`config.mk`:
```
export PLATFORM = sky130hd
export DESIGN_NAME = mc_datapath
export DESIGN_NICKNAME = d
export VERILOG_FILES = /design/src/rtl/mc_pkg.sv /design/src/rtl/mc_opsel.sv /design/src/rtl/mc_alu.sv /design/src/rtl/mc_regfile.sv /design/src/rtl/mc_datapath.sv
export SDC_FILE = /design/constraint.sdc
export NUM_CORES = 2
export LEC_CHECK = 0
export BUFFER_PORTS_ARGS = -buffer_cell sky130_fd_sc_hd__buf_2
export CAP_MARGIN = 20
export CELL_PAD_IN_SITES_DETAIL_PLACEMENT = 1
export CELL_PAD_IN_SITES_GLOBAL_PLACEMENT = 2
export CORE_ASPECT_RATIO = 1.1
export CORE_MARGIN = 2
export CORE_UTILIZATION = 50
export DETAILED_ROUTE_END_ITERATION = 10
export PLACE_DENSITY_LB_ADDON = 0.1
export SYNTH_ARGS = -nofsm -noshare
export SYNTH_HDL_FRONTEND = slang
export SYNTH_HIERARCHICAL = 1
export SYNTH_SLANG_ARGS = --single-unit
```
`constraint.sdc`:
```
create_clock -name clk -period 7.5 [get_ports clk]
set_clock_uncertainty 0.15 [all_clocks]
set_input_delay 1.125 -clock clk [delete_from_list [all_inputs] [get_ports clk]]
set_output_delay 1.125 -clock clk [all_outputs]
set_load 0.02 [all_outputs]
```
`src/rtl/mc_pkg.sv`:
```
package mc_pkg;
    localparam int DW     = 32;
    localparam int IMM_W  = 16;
    localparam int FLD_W  = 5;
    localparam int OPC_W  = 6;

    localparam int OPC_LSB = 26;
    localparam int RS_LSB  = 21;
    localparam int RT_LSB  = 16;
    localparam int RD_LSB  = 11;

    typedef enum logic [2:0] {
        ALU_AND = 3'b000,
        ALU_OR  = 3'b001,
        ALU_ADD = 3'b010,
        ALU_SUB = 3'b110,
        ALU_SLT = 3'b111
    } alu_op_e;

    typedef enum logic [1:0] {
        SRCB_REG  = 2'b00,
        SRCB_FOUR = 2'b01,
        SRCB_IMM  = 2'b10,
        SRCB_IMM4 = 2'b11
    } srcb_e;

    typedef struct packed {
        logic [DW-1:0] pc;
        logic [DW-1:0] ir;
        logic [DW-1:0] opa;
        logic [DW-1:0] opb;
        logic [DW-1:0] res;
        logic [DW-1:0] mdat;
    } dp_state_t;
endpackage

```
`src/rtl/mc_opsel.sv`:
```
module mc_opsel
    import mc_pkg::*;
(
    input  logic [DW-1:0]    pc,
    input  logic [DW-1:0]    opa_lat,
    input  logic [DW-1:0]    opb_lat,
    input  logic [IMM_W-1:0] imm,
    input  logic             src_a_sel,
    input  logic [1:0]       src_b_sel,
    output logic [DW-1:0]    alu_a,
    output logic [DW-1:0]    alu_b
);
    localparam int EXT_W = DW - IMM_W;

    logic [DW-1:0] imm_sx;
    logic [DW-1:0] imm_sx4;

    always_comb begin
        imm_sx  = {{EXT_W{imm[IMM_W-1]}}, imm};
        imm_sx4 = {imm_sx[DW-3:0], 2'b00};
        alu_a   = src_a_sel ? opa_lat : pc;
        unique case (srcb_e'(src_b_sel))
            SRCB_REG:  alu_b = opb_lat;
            SRCB_FOUR: alu_b = DW'(4);
            SRCB_IMM:  alu_b = imm_sx;
            SRCB_IMM4: alu_b = imm_sx4;
            default:   alu_b = opb_lat;
        endcase
    end
endmodule

```
`src/rtl/mc_alu.sv`:
```
module mc_alu
    import mc_pkg::*;
(
    input  logic [DW-1:0] a,
    input  logic [DW-1:0] b,
    input  logic [2:0]    ctl,
    output logic [DW-1:0] y,
    output logic          zero
);
    logic lt;

    always_comb begin
        lt = $signed(a) < $signed(b);
        case (alu_op_e'(ctl))
            ALU_AND: y = a & b;
            ALU_OR:  y = a | b;
            ALU_ADD: y = a + b;
            ALU_SUB: y = a - b;
            ALU_SLT: y = {{(DW-1){1'b0}}, lt};
            default: y = '0;
        endcase
        zero = (y == '0);
    end
endmodule

```
`src/rtl/mc_regfile.sv`:
```
module mc_regfile
    import mc_pkg::*;
#(
    parameter int NREG = 32,
    localparam int AW  = $clog2(NREG)
) (
    input  logic          clk,
    input  logic          rst_n,
    input  logic          we,
    input  logic [AW-1:0] ra1,
    input  logic [AW-1:0] ra2,
    input  logic [AW-1:0] wa,
    input  logic [DW-1:0] wd,
    output logic [DW-1:0] rd1,
    output logic [DW-1:0] rd2
);
    logic [DW-1:0] regs_q [NREG];
    logic [DW-1:0] regs_d [NREG];

    always_comb begin
        regs_d = regs_q;
        if (we && (wa != '0)) begin
            regs_d[wa] = wd;
        end
    end

    always_ff @(posedge clk or negedge rst_n) begin
        if (!rst_n) begin
            for (int i = 0; i < NREG; i++) begin
                regs_q[i] <= '0;
            end
        end else begin
            regs_q <= regs_d;
        end
    end

    assign rd1 = (ra1 == '0) ? '0 : regs_q[ra1];
    assign rd2 = (ra2 == '0) ? '0 : regs_q[ra2];

    // the fixed-zero register reads zero on both ports
    assert_zero_reg_R8: assert property (@(posedge clk) disable iff (!rst_n)
        ((ra1 == '0) |-> (rd1 == '0)) and ((ra2 == '0) |-> (rd2 == '0)));
endmodule

```
`src/rtl/mc_datapath.sv`:
```
module mc_datapath
    import mc_pkg::*;
#(
    parameter int NREG = 32
) (
    input  logic          clk,
    input  logic          rst_n,
    input  logic          pc_we,
    input  logic          pc_src_sel,
    input  logic          ir_we,
    input  logic          addr_sel,
    input  logic          src_a_sel,
    input  logic [1:0]    src_b_sel,
    input  logic [2:0]    alu_ctl,
    input  logic          rf_we,
    input  logic          dst_sel,
    input  logic          wb_sel,
    input  logic          mem_rd_en,
    input  logic          mem_wr_en,
    input  logic [31:0]   mem_rdata,
    output logic [31:0]   mem_addr,
    output logic [31:0]   mem_wdata,
    output logic          mem_re,
    output logic          mem_we,
    output logic [5:0]    opcode,
    output logic [5:0]    funct,
    output logic          alu_zero
);
    localparam int RAW = $clog2(NREG);

    dp_state_t st_q, st_d;

    logic [DW-1:0]  rf_rd1, rf_rd2;
    logic [DW-1:0]  alu_a, alu_b, alu_y;
    logic [DW-1:0]  wb_data;
    logic [RAW-1:0] wr_idx;
    logic           alu_z;

    mc_opsel u_opsel (
        .pc        (st_q.pc),
        .opa_lat   (st_q.opa),
        .opb_lat   (st_q.opb),
        .imm       (st_q.ir[IMM_W-1:0]),
        .src_a_sel (src_a_sel),
        .src_b_sel (src_b_sel),
        .alu_a     (alu_a),
        .alu_b     (alu_b)
    );

    mc_alu u_alu (
        .a    (alu_a),
        .b    (alu_b),
        .ctl  (alu_ctl),
        .y    (alu_y),
        .zero (alu_z)
    );

    mc_regfile #(.NREG(NREG)) u_rf (
        .clk   (clk),
        .rst_n (rst_n),
        .we    (rf_we),
        .ra1   (st_q.ir[RS_LSB +: RAW]),
        .ra2   (st_q.ir[RT_LSB +: RAW]),
        .wa    (wr_idx),
        .wd    (wb_data),
        .rd1   (rf_rd1),
        .rd2   (rf_rd2)
    );

    always_comb begin
        wr_idx  = dst_sel ? st_q.ir[RD_LSB +: RAW] : st_q.ir[RT_LSB +: RAW];
        wb_data = wb_sel ? st_q.mdat : st_q.res;

        st_d      = st_q;
        st_d.opa  = rf_rd1;
        st_d.opb  = rf_rd2;
        st_d.res  = alu_y;
        st_d.mdat = mem_rdata;
        if (ir_we) begin
            st_d.ir = mem_rdata;
        end
        if (pc_we) begin
            st_d.pc = pc_src_sel ? st_q.res : alu_y;
        end
    end

    always_ff @(posedge clk or negedge rst_n) begin
        if (!rst_n) begin
            st_q <= '0;
        end else begin
            st_q <= st_d;
        end
    end

    assign mem_addr  = addr_sel ? st_q.res : st_q.pc;
    assign mem_wdata = st_q.opb;
    assign mem_re    = mem_rd_en;
    assign mem_we    = mem_wr_en;
    assign opcode    = st_q.ir[OPC_LSB +: OPC_W];
    assign funct     = st_q.ir[5:0];
    assign alu_zero  = alu_z;

    // the program counter only moves after an enabled edge
    assert_pc_hold_R2: assert property (@(posedge clk) disable iff (!rst_n)
        !$past(pc_we) |-> $stable(st_q.pc));

    // the instruction word is kept while its load enable is low
    assert_ir_hold_R3: assert property (@(posedge clk) disable iff (!rst_n)
        !$past(ir_we) |-> $stable(st_q.ir));

    // a latched-source load copies the previous ALU result latch
    assert_pc_branch_R9: assert property (@(posedge clk) disable iff (!rst_n)
        $past(pc_we && pc_src_sel) |-> (st_q.pc == $past(st_q.res)));

    // on subtraction the zero flag reports operand equality
    assert_sub_equal_R5: assert property (@(posedge clk) disable iff (!rst_n)
        (alu_ctl == ALU_SUB) |-> (alu_zero == (alu_a == alu_b)));
endmodule

```
=== Word level (Yosys, flattened, before mapping) ===
Cells that the tools add are included.

* Flip-flop bits (word level): 1216
* Output and inout bits: 79
* Input bits: 49
* Word-level logic and storage cells: 83

* Magnitude comparators: 5
* Add/subtract/negate cells: 2
* Eq/ne operators: 7
* Mux-type cells: 18
* Bitwise logic cells: 5
* Reduce and logical (&&, ||, !) cells: 8

{| class="wikitable"
|+ Operators with widths
! cell !! number
|-
| $bwmux 1024 || 1
|-
| $mux 32 || 11
|-
| $bmux 32 s5 || 2
|-
| $demux 32 s5 || 1
|-
| $pmux 32 s5 || 1
|-
| $pmux 32 s4 || 1
|-
| $add 32x32->32 || 1
|-
| $and 32x32->32 || 1
|-
| $logic_not 32->1 || 1
|-
| $lt 32x32->1 || 1
|-
| $or 32x32->32 || 1
|-
| $sub 32x32->32 || 1
|-
| $ge 6x6->1 const B || 3
|-
| $not 5->6 || 3
|-
| $logic_not 5->1 || 2
|-
| $eq 3x3->1 const B || 2
|-
| $lt 6x1->1 const B || 1
|-
| $mux 5 || 1
|-
| $reduce_bool 5->1 || 1
|-
| $eq 2x2->1 const B || 2
|-
| $eq 3x1->1 const B || 1
|-
| $eq 3x2->1 const B || 1
|-
| $logic_not 3->1 || 1
|-
| $eq 2x1->1 const B || 1
|-
| 2 further kinds || 3
|}

=== Longest topological paths before layout ===
* Depth after elaboration: 7
* Gate-level depth with buffers: 20
* Gate-level depth less buffers: 16

=== By module ===
The synthesis kept the hierarchy.

{| class="wikitable"
|+ By module, submodules not included
! module !! times used !! area an instance (µm²) !! cells each !! sequential area each (µm²)
|-
| mc_regfile || 1 || 54019.3 || 3514 || 25624.6
|-
| mc_datapath || 1 || 7268.2 || 458 || 4804.6
|-
| mc_alu || 1 || 5338.9 || 795 || 0.0
|-
| mc_opsel || 1 || 939.7 || 112 || 0.0
|}

=== Least setup slack after synthesis ===
OpenSTA, ideal clock, no wires.

* Path type: input to output
* Start: input port src_b_sel[1]
* End: output port alu_zero
* Stages on the path: 17
* Path slack: 1.307 ns
* Data required time: 6.225 ns
* Path buffers: 2
* Data arrival time: 4.918 ns
* Path through: buf_6 -> buf_6 -> mux2i_1 -> o21ai_0 -> inv_1 -> ha_1 -> nor2_1 -> a211oi_1 -> a21oi_1 -> nor4_4 -> o21ai_0 -> a221o_1 -> a31oi_1 -> xnor2_1 -> o22ai_1 -> or4_4 -> nor4b_2

* Cells in the longest elaborated chain, start to end: 5
* Elaborated cells on any way between the ends: 12
* Classes of those cells: add/sub: 2; order compare: 1; eq/ne: 3; mux: 2; bitwise: 2; reduce/logical: 2

{| class="wikitable"
|+ RTL lines
! what !! line !! RTL
|-
| from (decl) || mc_datapath.sv:13 || <nowiki>input logic [1:0] src_b_sel,</nowiki>
|-
| $eq 2x2->1, or another cell as far along || mc_opsel.sv:22 || <nowiki>unique case (srcb_e'(src_b_sel))</nowiki>
|-
| $pmux 32 s4 * || mc_opsel.sv:22 ||
|-
| via alu_b[5] || mc_datapath.sv:34 || <nowiki>logic [DW-1:0] alu_a, alu_b, alu_y;</nowiki>
|-
| $sub 32x32->32 / $add 32x32->32 (equally long branches) || mc_alu.sv:18, mc_alu.sv:17 ||
|-
| $pmux 32 s5 * || mc_alu.sv:14 || <nowiki>case (alu_op_e'(ctl))</nowiki>
|-
| via alu_y[26] || mc_datapath.sv:34 ||
|-
| $logic_not 32->1 * || mc_alu.sv:22 || <nowiki>zero = (y == '0);</nowiki>
|-
| to (decl) || mc_datapath.sv:27 || <nowiki>output logic alu_zero</nowiki>
|}

The timed path passes the listed nets; every way through them passes the cells marked *.

=== Worst setup path in the final report ===
* Start: input port src_a_sel
* End: output port alu_zero

* Cells in the longest elaborated chain, start to end: 4
* Elaborated cells on any way between the ends: 8
* Classes of those cells: add/sub: 2; order compare: 1; mux: 2; bitwise: 2; reduce/logical: 1

{| class="wikitable"
|+ RTL lines
! what !! line !! RTL
|-
| from (decl) || mc_datapath.sv:12 || <nowiki>input logic src_a_sel,</nowiki>
|-
| $mux 32 * || mc_opsel.sv:21 || <nowiki>alu_a = src_a_sel ? opa_lat : pc;</nowiki>
|-
| via alu_a[13] || mc_datapath.sv:34 ||
|-
| $sub 32x32->32 / $add 32x32->32 (equally long branches) || mc_alu.sv:18, mc_alu.sv:17 ||
|-
| $pmux 32 s5 * || mc_alu.sv:14 ||
|-
| via alu_y[22] || mc_datapath.sv:34 ||
|-
| $logic_not 32->1 * || mc_alu.sv:22 ||
|}

Marked as above.

==> summary.md <==
### Run status
• result of the run: complete, no violations

### Placement
• number of port buffers: 123
• HPWL Detailed: 142,300 um
• Final GP Congestion: 0.9027
• placed cell area: 68,960 um^2

### Synthesis
• FFs w/ async S/R, synth: 1.000
• part of the Yosys area used for sequential elements: 0.4504
• Mapped Cells: 4,879
• mean area per synthesized cell: 13.85 um^2
• list of most frequent post-synthesis cells: sky130_fd_sc_hd__dfrtp_1, sky130_fd_sc_hd__mux2_2, sky130_fd_sc_hd__mux4_2
• register bit count reported by yosys: 1,216
• netlist area before placement: 67,570 um^2
• post-synth top area share: 0.4504
• post-synthesis net count: 5,028
• post-synthesis cell type count: 95
• number of enable-type register cells in the synthesized netlist: 0
• cell accounting for the most synthesized area: sky130_fd_sc_hd__dfrtp_1
• cell with the most instances after synthesis: sky130_fd_sc_hd__dfrtp_1
• top cells by area, synth: sky130_fd_sc_hd__dfrtp_1, sky130_fd_sc_hd__mux2_2, sky130_fd_sc_hd__mux4_2
• Yosys warning total: 6
• Main synth FF type: sky130_fd_sc_hd__dfrtp_1

### Critical path
• maximum single-stage delay on the critical path: 0.40 ns
• R2R Setup Slk: 2.69 ns
• CP Data Required Time: 6.22 ns
• endpoint of the worst register-to-register path: st_q[191]
• start-to-end type of the worst setup path: in2out
• crit path max-delay cell type: sky130_fd_sc_hd__mux2_2
• Arr. time, crit path: 6.05 ns
• worst reg2reg startpoint: st_q[136]
• cell repeated most along the worst path: sky130_fd_sc_hd__buf_4
• path depth of the worst reg2reg path: 16
• sequence of cells on the critical path: buf_2 -> buf_4 -> mux2_2 -> inv_1 -> ha_1 -> buf_4 -> a211oi_2 -> o211ai_1 -> a221oi_1 -> o31a_1 -> a21o_1 -> a2bb2oi_1 -> o221ai_1 -> a2111oi_2 -> buf_4 -> nor4b_2 -> nand4b_1 -> nor4b_2 -> buf_2
• critical path fanouts, max: 13
• element type at the critical path end: output port
• type of origin of the critical path: primary input

### Clocking
• clock slew at reported path FFs: 0.06 ns
• latest clock arrival within the worst-skew pair: 0.79 ns
• TritonCTS clock tree: done
• CTS H-tree lvls: 4
• # Post-CTS Setup Buffers: 0
• sink count of the clock tree: 1,216
• root cell of the clock tree: sky130_fd_sc_hd__clkbuf_16
• hold-fix buffers at CTS: 0
• CTS max path bufs: 3
• total CTS buffers: 136

### Die
• area of the core: 134,300 um^2
• initial standard-cell utilization of the core: 0.5033
• die boundary height: 389.5 um
• Site Rows: 141
• die width: 354.5 um
• Die ar.: 138,100 um^2
• number of top-level pins: 128

### Power and ir drop
• power density relative to cell area: 355.2 nW/um^2
• Switching Fraction: 0.3291
• Internal Dissipation: 17,560 uW
• highest ir drop seen on vdd: 264.2 uV
• switching component of the power: 8615 uW
• Leak: 0.03278 uW
• part of the power in combinational logic: 0.322
• sequential fraction of design power: 0.411
• share of power burned in the clock network: 0.266

### Cells and area
• Filler cells: 12,790
• ratio of cells with drive above 1 in the final layout: 0.4511
• final instance area: 73,690 um^2
• # nets final: 4,866
• Reg area: 30,460 um^2
• layout-stage area growth over the synthesis result: 9.059%
• area taken by multi-input logic gates: 34,130 um^2

### Global routing
• pin count of the biggest net entering global routing: 173
• initial antenna violation count: 9
• total gr overflow: 0
• first-pass GRT wire length: 333,500 um
• vias in the first global route: 46,780
• gr usage total: 0.3318

### Routing
• Initial DRT Pass Iterations: 5
• first-iteration detailed-routing DRC count: 3,715
• drc violations: 0
• average wire length per cell after detail routing: 34.46 um
• Total Wirelength: 227,900 um
• via density per instance: 6.682
• via count: 44,190
• Antenna Nets Post-Route: 0

### Timing
• total setup violations reported at the end of the flow: 0
• total count of hold-check failures in the final report: 0
• number of max-slew violations in the final report: 0
• RSZ-0062 raised after global routing: false
• summed negative setup slack over all endpoints: 0 ns
• Max Freq: 136.6 MHz
• Worst-Margin Slew: 1.281 ns
• Period minus WS final: 7.321 ns
• share of the clock period used by the worst path: 0.9762
• slew margin rel.: 0.1392

### Worst hold path
• path type of the worst min-delay path: in2async

### Flow run
• max-cap violations: 0

-- worst max-delay path by stage --
stage	start	endpoint	slack (ns)	cells past startpoint
floorplan	src_b_sel[1]	alu_zero	1.31	17
global placement	src_a_sel	alu_zero	-0.23	19
detailed placement	src_b_sel[1]	alu_zero	-0.27	20
CTS	src_b_sel[1]	alu_zero	0.004	20
global route	src_b_sel[0]	alu_zero	0.02	21
finish	src_a_sel	alu_zero	0.18	19
-- layout make-up --
class | instances | area share
clock inverter | 45 | 0.008490
multi-input combinational | 3004 | 0.4632
timing repair buffer | 250 | 0.02442
clock buffer | 195 | 0.05442
antenna | 7 | 0.0002377
tap | 1787 | 0.03034
sequential | 1216 | 0.4133
inverter | 109 | 0.005552
-- sequential cells by signal (all words and copies together) (netlist names) --
name,flops
u_rf/regs_q,1024
st_q,148
mem_wdata,32
funct,6
opcode,6
-- cells in the final DEF (no fill, tap or decap), drive strengths merged, types with 20 or more instances in the layout --
cell / netlist / final
inv: 109 / 117
clkbuf: 238 / 196
a21oi: 108 / 108
mux2: 1159 / 1159
o21ai: 73 / 73
a2111oi: 33 / 33
o22ai: 94 / 94
nand2: 78 / 78
buf: 312 / 249
nand3: 33 / 33
nor2: 114 / 114
a211oi: 52 / 52
dfrtp: 1216 / 1216
ha: 98 / 98
a22oi: 20 / 20
a22o: 52 / 52
nor2b: 28 / 28
a21o: 35 / 35
o221ai: 30 / 30
nor3: 81 / 81
mux4: 469 / 469
mux2i: 225 / 225
clkinv: 0 / 21
-- layer usage --
layer  track usage  up-vias  wire [um]
li1              -    18140          -
met1        0.4552    24090      96640
met2        0.5381     1518     109900
met3       0.04692      441      12490
met4        0.1261        0       8779
met5             0        -          0
-- logic make-up after synthesis --
group                    after synthesis  share of synthesized area
multiplexers                        1853                     0.3849
flip-flops                          1216                     0.4504
XOR/XNOR                              23                   0.002981
AND/OR/NAND/NOR                      427                    0.03198
AO/OA/AOI/OAI                        601                    0.06278
adder cells (fa/ha/maj)              100                    0.01874
buffers and inverters                659                    0.04828
-- through the flow --
stage	utilization	setup WS [ns]	cells	hold WS (ns)	total power, uW
6_report	0.5489	0.1788	6613	0.1935	26180
4_1_cts	0.5483	0.003621	6606	0.1981	26200
3_3_place_gp	0.5137	-0.2286	6366	0.2274	18790
3_5_place_dp	0.5137	-0.2737	6366	0.2336	19120
5_1_grt	0.5487	0.02367	6606	0.2271	27390
2_1_floorplan	-	1.307	4879	0.2913	16440
-- power by group through the flow --
stage / combinational [uW] / clock [uW] / sequential, uW
3_5_place_dp: 8320 / 0 / 10800
4_1_cts: 8380 / 7110 / 10700
5_1_grt: 8970 / 7360 / 11100
3_3_place_gp: 8120 / 0 / 10700
2_1_floorplan: 6450 / 0 / 9990
6_report: 8430 / 6970 / 10800
-- worst max-delay path, delay by kind of cell --
family / cells / cell delay [ns]
AO/OA/AOI/OAI: 8 / 2.17
adder cells (fa/ha/maj): 1 / 0.25
buffers and inverters: 6 / 1.23
AND/OR/NAND/NOR: 3 / 0.84
multiplexers: 1 / 0.40
-- timing repair --
| item | 4_1_cts | 5_1_grt |
|---|---|---|
| gates cloned | 0 | 0 |
| pin swaps | 0 | 0 |
| gates resized for setup | 4 | 11 |
| hold endpoints to repair | 0 | 0 |
| setup endpoints to repair | 1 | 1 |
No activity file was read; power rests on OpenSTA's default activity.
